===== config.mk =====
export PLATFORM = sky130hd
export DESIGN_NAME = revsram_cell
export DESIGN_NICKNAME = d
export VERILOG_FILES = /design/src/rtl/revsram_pkg.sv /design/src/rtl/rev_swap_gate.sv /design/src/rtl/rev_cnot_gate.sv /design/src/rtl/revsram_slice.sv /design/src/rtl/revsram_cell.sv
export SDC_FILE = /design/constraint.sdc
export NUM_CORES = 1
export LEC_CHECK = 0
export ABC_AREA = 1
export ABC_CLOCK_PERIOD_IN_PS = 900
export BUFFER_PORTS_ARGS = -buffer_cell sky130_fd_sc_hd__buf_2
export CAP_MARGIN = 20
export CORE_AREA = 2 2 39 41
export CTS_CLUSTER_SIZE = 20
export DETAILED_ROUTE_END_ITERATION = 7
export DIE_AREA = 0 0 41 43
export PLACE_DENSITY = 0.6
export SLEW_MARGIN = 25
export SYNTH_ARGS = -nofsm -noshare
export SYNTH_HDL_FRONTEND = slang
export SYNTH_SLANG_ARGS = --single-unit

===== constraint.sdc =====
create_clock -name clk -period 0.9 [get_ports clk]
set_input_delay 0.18 -clock clk [delete_from_list [all_inputs] [get_ports clk]]
set_output_delay 0.18 -clock clk [all_outputs]
set_load 0.02 [all_outputs]

===== src/rtl/revsram_pkg.sv =====
package revsram_pkg;

    // Number of unused gate outputs each cell exports.
    localparam int unsigned GARB_PER_CELL = 4;

    // Three-line controlled swap: control passes, lines a/b swap when control is 1.
    typedef struct packed {
        logic ctl;
        logic p;
        logic q;
    } swap3_t;

    // Two-line controlled inversion.
    typedef struct packed {
        logic ctl;
        logic x;
    } cnot2_t;

    // Garbage lines of one cell, in bus order (bit 3 down to bit 0).
    typedef struct packed {
        logic rd_rest;
        logic rsel_pass;
        logic acc_rest;
        logic en_rest;
    } cell_garb_t;

    function automatic swap3_t swap3(input logic c, input logic a, input logic b);
        swap3_t r;
        r.ctl = c;
        r.p   = c ? b : a;
        r.q   = c ? a : b;
        return r;
    endfunction

    function automatic cnot2_t cnot2(input logic a, input logic b);
        cnot2_t r;
        r.ctl = a;
        r.x   = a ^ b;
        return r;
    endfunction

endpackage


===== src/rtl/rev_swap_gate.sv =====
module rev_swap_gate
    import revsram_pkg::*;
(
    input  logic c_i,
    input  logic a_i,
    input  logic b_i,
    output logic c_o,
    output logic p_o,
    output logic q_o
);
    swap3_t res;

    always_comb begin
        res = swap3(c_i, a_i, b_i);
    end

    assign c_o = res.ctl;
    assign p_o = res.p;
    assign q_o = res.q;
endmodule


===== src/rtl/rev_cnot_gate.sv =====
module rev_cnot_gate
    import revsram_pkg::*;
(
    input  logic a_i,
    input  logic b_i,
    output logic a_o,
    output logic x_o
);
    cnot2_t res;

    always_comb begin
        res = cnot2(a_i, b_i);
    end

    assign a_o = res.ctl;
    assign x_o = res.x;
endmodule


===== src/rtl/revsram_slice.sv =====
module revsram_slice
    import revsram_pkg::*;
(
    input  logic       clk,
    input  logic       rst,
    input  logic       wl_i,
    input  logic       wr_i,
    input  logic       rd_i,
    input  logic       d_i,
    output logic       wl_o,
    output logic       wr_line_o,
    output logic       rd_line_o,
    output logic       dout_o,
    output cell_garb_t garb_o
);
    logic bit_q;
    logic dout_q;
    logic wen;
    logic wen_b;
    logic rsel;
    logic sel_d;
    logic rd_go;
    logic g_en;
    logic g_acc;
    logic g_rsel;
    logic g_rd;

    // Enable gate: passes the word line on, derives write enable.
    rev_swap_gate u_en (
        .c_i (wl_i),
        .a_i (1'b0),
        .b_i (wr_i),
        .c_o (wl_o),
        .p_o (wen),
        .q_o (g_en)
    );

    // Controlled inversion: wl XOR (wl AND wr) gives the read-select line.
    rev_cnot_gate u_sel (
        .a_i (wen),
        .b_i (wl_o),
        .a_o (wen_b),
        .x_o (rsel)
    );

    // Access gate: hold the stored bit, or take new data.
    rev_swap_gate u_acc (
        .c_i (wen_b),
        .a_i (bit_q),
        .b_i (d_i),
        .c_o (wr_line_o),
        .p_o (sel_d),
        .q_o (g_acc)
    );

    // Read qualifier.
    rev_swap_gate u_rd (
        .c_i (rsel),
        .a_i (1'b0),
        .b_i (rd_i),
        .c_o (g_rsel),
        .p_o (rd_go),
        .q_o (g_rd)
    );

    always_ff @(posedge clk) begin
        if (rst) begin
            bit_q  <= 1'b0;
            dout_q <= 1'b0;
        end else begin
            bit_q <= sel_d;
            if (rd_go) begin
                dout_q <= bit_q;
            end
        end
    end

    assign rd_line_o        = rd_go;
    assign dout_o           = dout_q;
    assign garb_o.en_rest   = g_en;
    assign garb_o.acc_rest  = g_acc;
    assign garb_o.rsel_pass = g_rsel;
    assign garb_o.rd_rest   = g_rd;
endmodule


===== src/rtl/revsram_cell.sv =====
module revsram_cell
    import revsram_pkg::*;
#(
    parameter int unsigned BITS = 2
) (
    input  logic                              clk,
    input  logic                              rst,
    input  logic                              wl_in,
    input  logic                              wr_flag,
    input  logic                              rd_flag,
    input  logic [BITS-1:0]                   din,
    output logic                              wl_out,
    output logic [BITS-1:0]                   wr_line,
    output logic [BITS-1:0]                   rd_line,
    output logic [BITS-1:0]                   dout,
    output logic [BITS*GARB_PER_CELL-1:0]     garbage
);
    localparam int unsigned GARB_W = BITS * GARB_PER_CELL;

    logic [BITS:0] wl_chain;

    assign wl_chain[0] = wl_in;

    for (genvar i = 0; i < BITS; i++) begin : g_cell
        cell_garb_t garb_i;

        revsram_slice u_slice (
            .clk       (clk),
            .rst       (rst),
            .wl_i      (wl_chain[i]),
            .wr_i      (wr_flag),
            .rd_i      (rd_flag),
            .d_i       (din[i]),
            .wl_o      (wl_chain[i+1]),
            .wr_line_o (wr_line[i]),
            .rd_line_o (rd_line[i]),
            .dout_o    (dout[i]),
            .garb_o    (garb_i)
        );

        assign garbage[i*GARB_PER_CELL +: GARB_PER_CELL] = garb_i;
    end

    assign wl_out = wl_chain[BITS];

    if (GARB_W == 0) begin : g_bad
        initial $error("BITS must be at least 1");
    end
endmodule


Word level (Yosys, flattened, before mapping)
Cells that the tools add are included.
{"block": "op_classes", "n_mux": 6, "bitwise": 1}
{"operator": "1-bit two-way mux", "count": 6}
{"operator": "1-bit XOR", "count": 1}
{"block": "totals", "regBits": 4, "in_bits": 7, "output_inout_bits": 15}

Logic depth before layout (Yosys ltp)
Gate-level depths: netlist (run 1).
{"block": "logic_depth", "word_depth": 3, "depth_mapped": 5, "depth_no_buf": 5}

Hierarchy
From an unflattened synthesis (run 1), not the netlist that was laid out.
{"block": "unflattened", "hier_cells": 90, "hier_area_um2": 467.9}
{"mod": "revsram_slice", "n_inst": 2, "cells_per_inst": 15, "area_per_inst_um2": 106.4, "seq_area_each_um2": 40.0}
{"mod": "rev_swap_gate", "n_inst": 6, "cells_per_inst": 8, "area_per_inst_um2": 33.8, "seq_area_each_um2": 0.0}
{"mod": "rev_cnot_gate", "n_inst": 2, "cells_per_inst": 6, "area_per_inst_um2": 26.3, "seq_area_each_um2": 0.0}

Worst setup path after synthesis (run 1)
OpenSTA, ideal clock, no wires.
{"block": "synth_timing", "kind": "input to output", "from": "in wl_in", "to": "out garbage[1]", "arrival_time_ps": 586, "required_ps": 720, "path_slack_ps": 134, "cell_stages": 5, "path_buffers": 1, "path_cell_list": "nand2_2 clkinv_2 nand2_1 nand2_1 buf_4"}
{"block": "synth_between", "elab_chain_cells": 2}
{"element": "from (decl)", "line_no": "revsram_cell.sv:8", "text": "input logic wl_in,"}
{"element": "1-bit two-way mux", "line_no": "revsram_pkg.sv:30", "text": "r.p = c ? b : a;"}
{"element": "via g_cell[0].u_slice.u_acc.c_i", "line_no": "rev_swap_gate.sv:4", "text": "input logic c_i,"}
{"element": "1-bit two-way mux", "line_no": "revsram_pkg.sv:31", "text": "r.q = c ? a : b;"}
{"element": "to (decl)", "line_no": "revsram_cell.sv:16", "text": "output logic [BITS*GARB_PER_CELL-1:0] garbage"}
The timed path passes the listed nets, and every way through them passes these cells.

Final worst setup path (run 1)
{"block": "layout_timing", "from": "reg g_cell[0].u_slice.bit_q", "to": "out garbage[1]"}
{"block": "layout_between", "elab_chain_cells": 1}
{"element": "from (decl)", "line_no": "revsram_slice.sv:16", "text": "logic bit_q;"}
{"element": "from (signal assigned)", "line_no": "revsram_slice.sv:71", "text": "bit_q <= sel_d;"}
{"element": "1-bit two-way mux", "line_no": "revsram_pkg.sv:31"}
Every way passes these cells.

==> summary.md, run 1 <==
| Metric | Value |
|---|---|
| Status | complete, but fails checks |
| Failing checks | setup timing |
| Final period util | 108% |
| Dominant cell type by area after synthesis | buf_4 |
| Clk slew on worst S/H paths | 0.04 ns |
| First-pass GRT wire length | 972 um |
| Fin nets | 74 |
| CTS Buffer Depth | 2 |
| Register area share after synthesis | 24.3% |
| Leakage power total | 0.276 nW |
| Rows | 14 |
| Skew-Pair Late Insertion Delay | 0.24 ns |
| Final setup vio count | 3 |
| GRT Total Usage | 8.63% |
| Pre-CTS setup slack | -0.0594 ns |
| CP Capture Type | output port |
| Die height | 43 um |
| Min-delay src | rst |
| Crit path kind | register to output port |
| Die area | 0.00176 mm2 |
| Routability Congestion | 0.681 |
| Cell area after layout | 460 um2 |
| Worst clock skew | 0.00518 ns |
| Slew of the pin with the lowest slew margin | 0.136 ns |
| Largest cells by area after synthesis | buf_4, dfxtp_1, nor2_1 |
| Routed len/inst | 8.17 um |
| Hpwl dp | 492 um |
| Synth cell types | 9 |
| Fmax | 1030 MHz |
| Final Hold Violating Endpoints | 0 |
| Core ar. | 0.00138 mm2 |
| Layout area overhead | 39.9% |
| Initial Utilization | 23.8% |
| Worst r2r src | g_cell[0].u_slice.bit_q |
| H-tree levels | 1 |
| PD cells | 1350 mW/mm2 |
| R2R setup slack | 0.21 ns |
| Slew Limit Fails | 0 |
| DRC | 0 |
| Maxcap violations | 0 |
| Vias in the first global route | 277 |
| Num CTS Buffers | 3 |
| First DRT Iteration DRCs | 1 |
| CP required | 0.72 ns |
| Arrival time of the worst setup path | 0.79 ns |
| Yosys Warn Count | 0 |
| N_diodes | 0 |
| Fill count | 164 |
| Syn_nets | 59 |
| Most frequent cells in the layout | buf_4, nand2_1, buf_2, nor2_1, inv_1 |
| Placed instance area | 357 um2 |
| Placed instance count | 76 |
| Share of Yosys cell area claimed by the top area cell type | 34.2% |
| WL final | 662 um |
| Final Non-Filler Cells | 81 |
| Mapped Cells | 52 |
| Clock Sink Count | 4 |
| HP Class | input pin to register |
| Period minus WS final | 0.968 ns |
| Most common cell after layout, fill and taps aside | buf_4 |
| Initial antenna violation count | 0 |
| Layout cell share with drive strength beyond 1 | 58.5% |
| IO Pins | 22 |
| Routed Antenna Nets | 0 |
| Crit path max fanout | 2 |
| Synth Area per Inst | 6.33 um2 |
| Util after Layout | 33.3% |
| First-pass DRT Iterations | 4 |
| CTS tree | built |
| Setup ws final | -0.0681 ns |
| Register bit count reported by yosys | 4 |
| Die X | 41 um |
| CP Launch Type | register |
| GR Overflow Total | 0 |
| Root Buffer | clkbuf_4 |
| Routed vias/inst | 3.86 |
| Synth Cell Area | 329 um2 |
| RSZ-0062 raised after global routing | true |
| Pin count of the biggest net entering global routing | 7 |
| I/O Buffers | 21 |
| Via count | 313 |
| Worst setup path start | g_cell[0].u_slice.bit_q |
| Peak supply drop | 0.531 mV |
| Slew HR | 90.8% |
## flip-flops by register name (all words and copies together) (netlist names)
register	cells
g_cell.u_slice.bit_q	2
g_cell.u_slice.dout_o	2
## path summary, 6_finish.rpt
path         depth (start not counted)                       end
max                                  3                garbage[1]
min reg2reg                          4  g_cell[1].u_slice.dout_o
min                                  4  g_cell[0].u_slice.dout_o
max reg2reg                          3   g_cell[0].u_slice.bit_q
## routing by layer
metal | share of wire, % | vias up | global-route usage, %
li1 | - | 162 | -
met1 | 39 | 138 | 8.33
met2 | 50 | 13 | 13.1
met3 | 10 | 0 | 6.28
met4 | 0 | 0 | 4.00
met5 | 0 | - | 0
## cells in the mapped netlist (all sizes together)
cell	count
buf	15
clkinv	1
dfxtp	4
inv	7
nand2	11
nand3	1
nor2	11
o21ai	2
## report_power, final
part,switching [W],internal [W]
registers,0.00000531,0.000190
logic,0.000114,0.0000876
clock network,0.0000744,0.000149
## worst max-delay path, stage by stage (launching register included)
cell and delay [ns]:
dfxtp_2 0.31, nand2_1 0.06, nand2_1 0.06, buf_6 0.13
## logic make-up (layout without fill, tap and decap cells)
kind of cell | after synthesis | after routing | share of synthesized area (%)
buffers and inverters | 23 | 36 | 43.7
DFF | 4 | 4 | 24.3
AOI/OAI and AO/OA | 2 | 2 | 3.04
and+or+nand+nor | 23 | 23 | 28.9
## layout make-up
type,count,area (um2),share of cell area (%)
Inverter,8,31.3,6.79
Tap cell,16,20.0,4.35
Clock buffer,3,22.5,4.89
Multi-Input combinational cell,25,125,27.2
Timing Repair Buffer,25,178,38.6
Sequential cell,4,83.8,18.2
## per-stage QoR
stage,total power [W],TNS (ns),hold slack [ns]
6_report,0.000621,-0.129,0.211
2_1_floorplan,0.000341,0,0.344
3_5_place_dp,0.000356,-0.162,0.456
4_1_cts,0.000611,-0.147,0.211
5_1_grt,0.000664,-0.303,0.251
3_3_place_gp,0.000353,-0.0892,0.452
## repair_timing
action                     CTS  global route
gates resized for setup      9            16
setup endpoints to repair    6             9
pin swaps                    0             2
buffers inserted             2             0
gates cloned                 0             0
hold buffers                 0             0
(Power assumes the default switching activity.)
==> run 2: changes to the inputs <==
--- a/config.mk
+++ b/config.mk
@@ -6,7 +6,7 @@
 export NUM_CORES = 1
 export LEC_CHECK = 0
 export ABC_AREA = 1
-export ABC_CLOCK_PERIOD_IN_PS = 900
+export ABC_CLOCK_PERIOD_IN_PS = 1200
 export BUFFER_PORTS_ARGS = -buffer_cell sky130_fd_sc_hd__buf_2
 export CAP_MARGIN = 20
 export CORE_AREA = 2 2 39 41
==> constraint.sdc (replaced) <==
create_clock -name clk -period 1.2 [get_ports clk]
set_input_delay 0.24 -clock clk [delete_from_list [all_inputs] [get_ports clk]]
set_output_delay 0.24 -clock clk [all_outputs]
set_load 0.02 [all_outputs]
==> summary.md, run 2 (synthesis gave the netlist of run 1 again) <==
| Metric | Value |
|---|---|
| Status | complete, no violations |
| CP Capture Type | output port |
| PD cells | 1170 mW/mm2 |
| Worst setup path start | wl_in |
| Crit path max fanout | 6 |
| DRC | 0 |
| Util after Layout | 26.3% |
| Vias in the first global route | 249 |
| Worst-path cell chain | buf_2, nand2_2, clkinv_2, nand2_1, nand2_1, buf_2 |
| Pin count of the biggest net entering global routing | 7 |
| Worst-path cell with the longest stage delay | buf_2 |
| First DRT Iteration DRCs | 3 |
| Top Layer Used | met3 |
| I/O Buffers | 21 |
| Via count | 286 |
| Fin Setup TNS | 0 ns |
| Hold-fix buffer count after cts | 0 |
| Die height | 43 um |
| Area of the multi-input gates | 105 um2 |
| Peak supply drop | 0.487 mV |
| Period minus WS final | 1.08 ns |
| Hpwl dp | 449 um |
| Power Total | 0.000425 W |
| Routed Antenna Nets | 0 |
| Wl on met1 | 226 um |
| Most common cell after layout, fill and taps aside | buf_2 |
| Routed len/inst | 7.10 um |
| Clk slew on worst S/H paths | 0.04 ns |
| Maxcap violations | 0 |
| CP required | 0.96 ns |
| Worst r2r src | g_cell[1].u_slice.dout_o |
| Slew Limit Fails | 0 |
| Layout cell share with drive strength beyond 1 | 44.3% |
| Die X | 41 um |
| RSZ-0062 raised after global routing | false |
| Leakage power total | 0.244 nW |
| First-pass GRT wire length | 931 um |
| Core ar. | 0.00138 mm2 |
| Final setup vio count | 0 |
| CTS Buffer Depth | 2 |
| Slew of the pin with the lowest slew margin | 0.152 ns |
| Wire length on met2 | 253 um |
| Clock Sink Count | 4 |
| Layout area overhead | 10.6% |
| Register Area | 80.1 um2 |
| Reg2reg end | g_cell[1].u_slice.dout_o |
| CP peak stage delay | 0.15 ns |
| CP Launch Type | input pin |
| HP Class | input pin to register |
| Met3 WL | 68 um |
| Skew-Pair Late Insertion Delay | 0.23 ns |
| Initial Utilization | 23.8% |
| Worst clock skew | 0.00165 ns |
| Fmax | 928 MHz |
| CTS-repair resized insts | 0 |
| H-tree levels | 1 |
| Most frequent cells in the layout | buf_2, nor2_1, nand2_1, inv_1, dfxtp_1 |
| Routability Congestion | 0.690 |
| GR Overflow Total | 0 |
| Final Hold Violating Endpoints | 0 |
| Arrival time of the worst setup path | 0.84 ns |
| GRT Total Usage | 8.22% |
| Initial antenna violation count | 0 |
| Final period util | 89.8% |
| Setup ws final | 0.122 ns |
| WHS Path Cells | 3 |
| Fin nets | 70 |
| R2R setup slack | 0.62 ns |
| Die area | 0.00176 mm2 |
| Slew HR | 89.8% |
| Postcts setup bufs | 0 |
| Routed vias/inst | 3.71 |
| IO Pins | 22 |
| Rows | 14 |
| Pre-CTS setup slack | 0.116 ns |
| CP Capture Point | garbage[1] |
| First-pass DRT Iterations | 2 |
| Worst Reg-to-Reg Cells | 4 |
| CTS tree | built |
| N_diodes | 0 |
| Crit path kind | input pin to output port |
| Hold WS | 0.274 ns |
| WL final | 547 um |
| Root Buffer | clkbuf_4 |
| Fill count | 168 |
| Num CTS Buffers | 3 |
==> run 2: changes by cell type in the layout (fill, tap and decap cells not counted), moves of 3 or more <==
cell     change
nor2_2       -3
dfxtp_2      -3
buf_6        -4
nor2_1       +3
dfxtp_1      +3
buf_2       +11
buf_4       -11
==> run 2: critical path, delay by kind of cell <==
kind | cells | cell delay [ns]
buf+inv | 3 | 0.38
simple gates | 3 | 0.22
==> run 2: final cells by class <==
cell class | count | area share, %
Multi-Input combinational cell | 25 | 28.9
Sequential cell | 4 | 22.0
Clock buffer | 3 | 6.19
Timing Repair Buffer | 21 | 28.9
Tap cell | 16 | 5.50
Inverter | 8 | 8.59
==> run 2: worst min-delay path by stage <==
| stage | end | slack (ns) | start |
|---|---|---|---|
| 2_1_floorplan | g_cell[0].u_slice.bit_q | 0.40 | din[0] |
| 3_3_place_gp | g_cell[1].u_slice.bit_q | 0.49 | g_cell[1].u_slice.bit_q |
| 3_5_place_dp | g_cell[1].u_slice.dout_o | 0.50 | g_cell[1].u_slice.bit_q |
| 4_1_cts | g_cell[0].u_slice.bit_q | 0.27 | din[0] |
| 5_1_grt | g_cell[1].u_slice.dout_o | 0.30 | rst |
| 6_report | g_cell[0].u_slice.bit_q | 0.27 | din[0] |
==> run 2: through the flow <==
stage	instance area (um2)	cells
after floorplan	329	52
after global placement	342	74
after detailed placement	342	74
after CTS	364	77
after global routing	364	77
final	364	77
==> run 2: layer usage <==
layer / vias to the layer above / global-route usage [%]
li1: 157 / -
met1: 117 / 8.97
met2: 12 / 11.3
met3: 0 / 7.85
met4: 0 / 2.00
met5: - / 0
==> run 2: report_power, final <==
group | internal [W] | switching (W) | total [W] | leakage, nW
sequential | 0.000142 | 0.00000445 | 0.000146 | 0.0329
combinational | 0.0000382 | 0.0000737 | 0.000112 | 0.197
clock | 0.000112 | 0.0000551 | 0.000167 | 0.0138
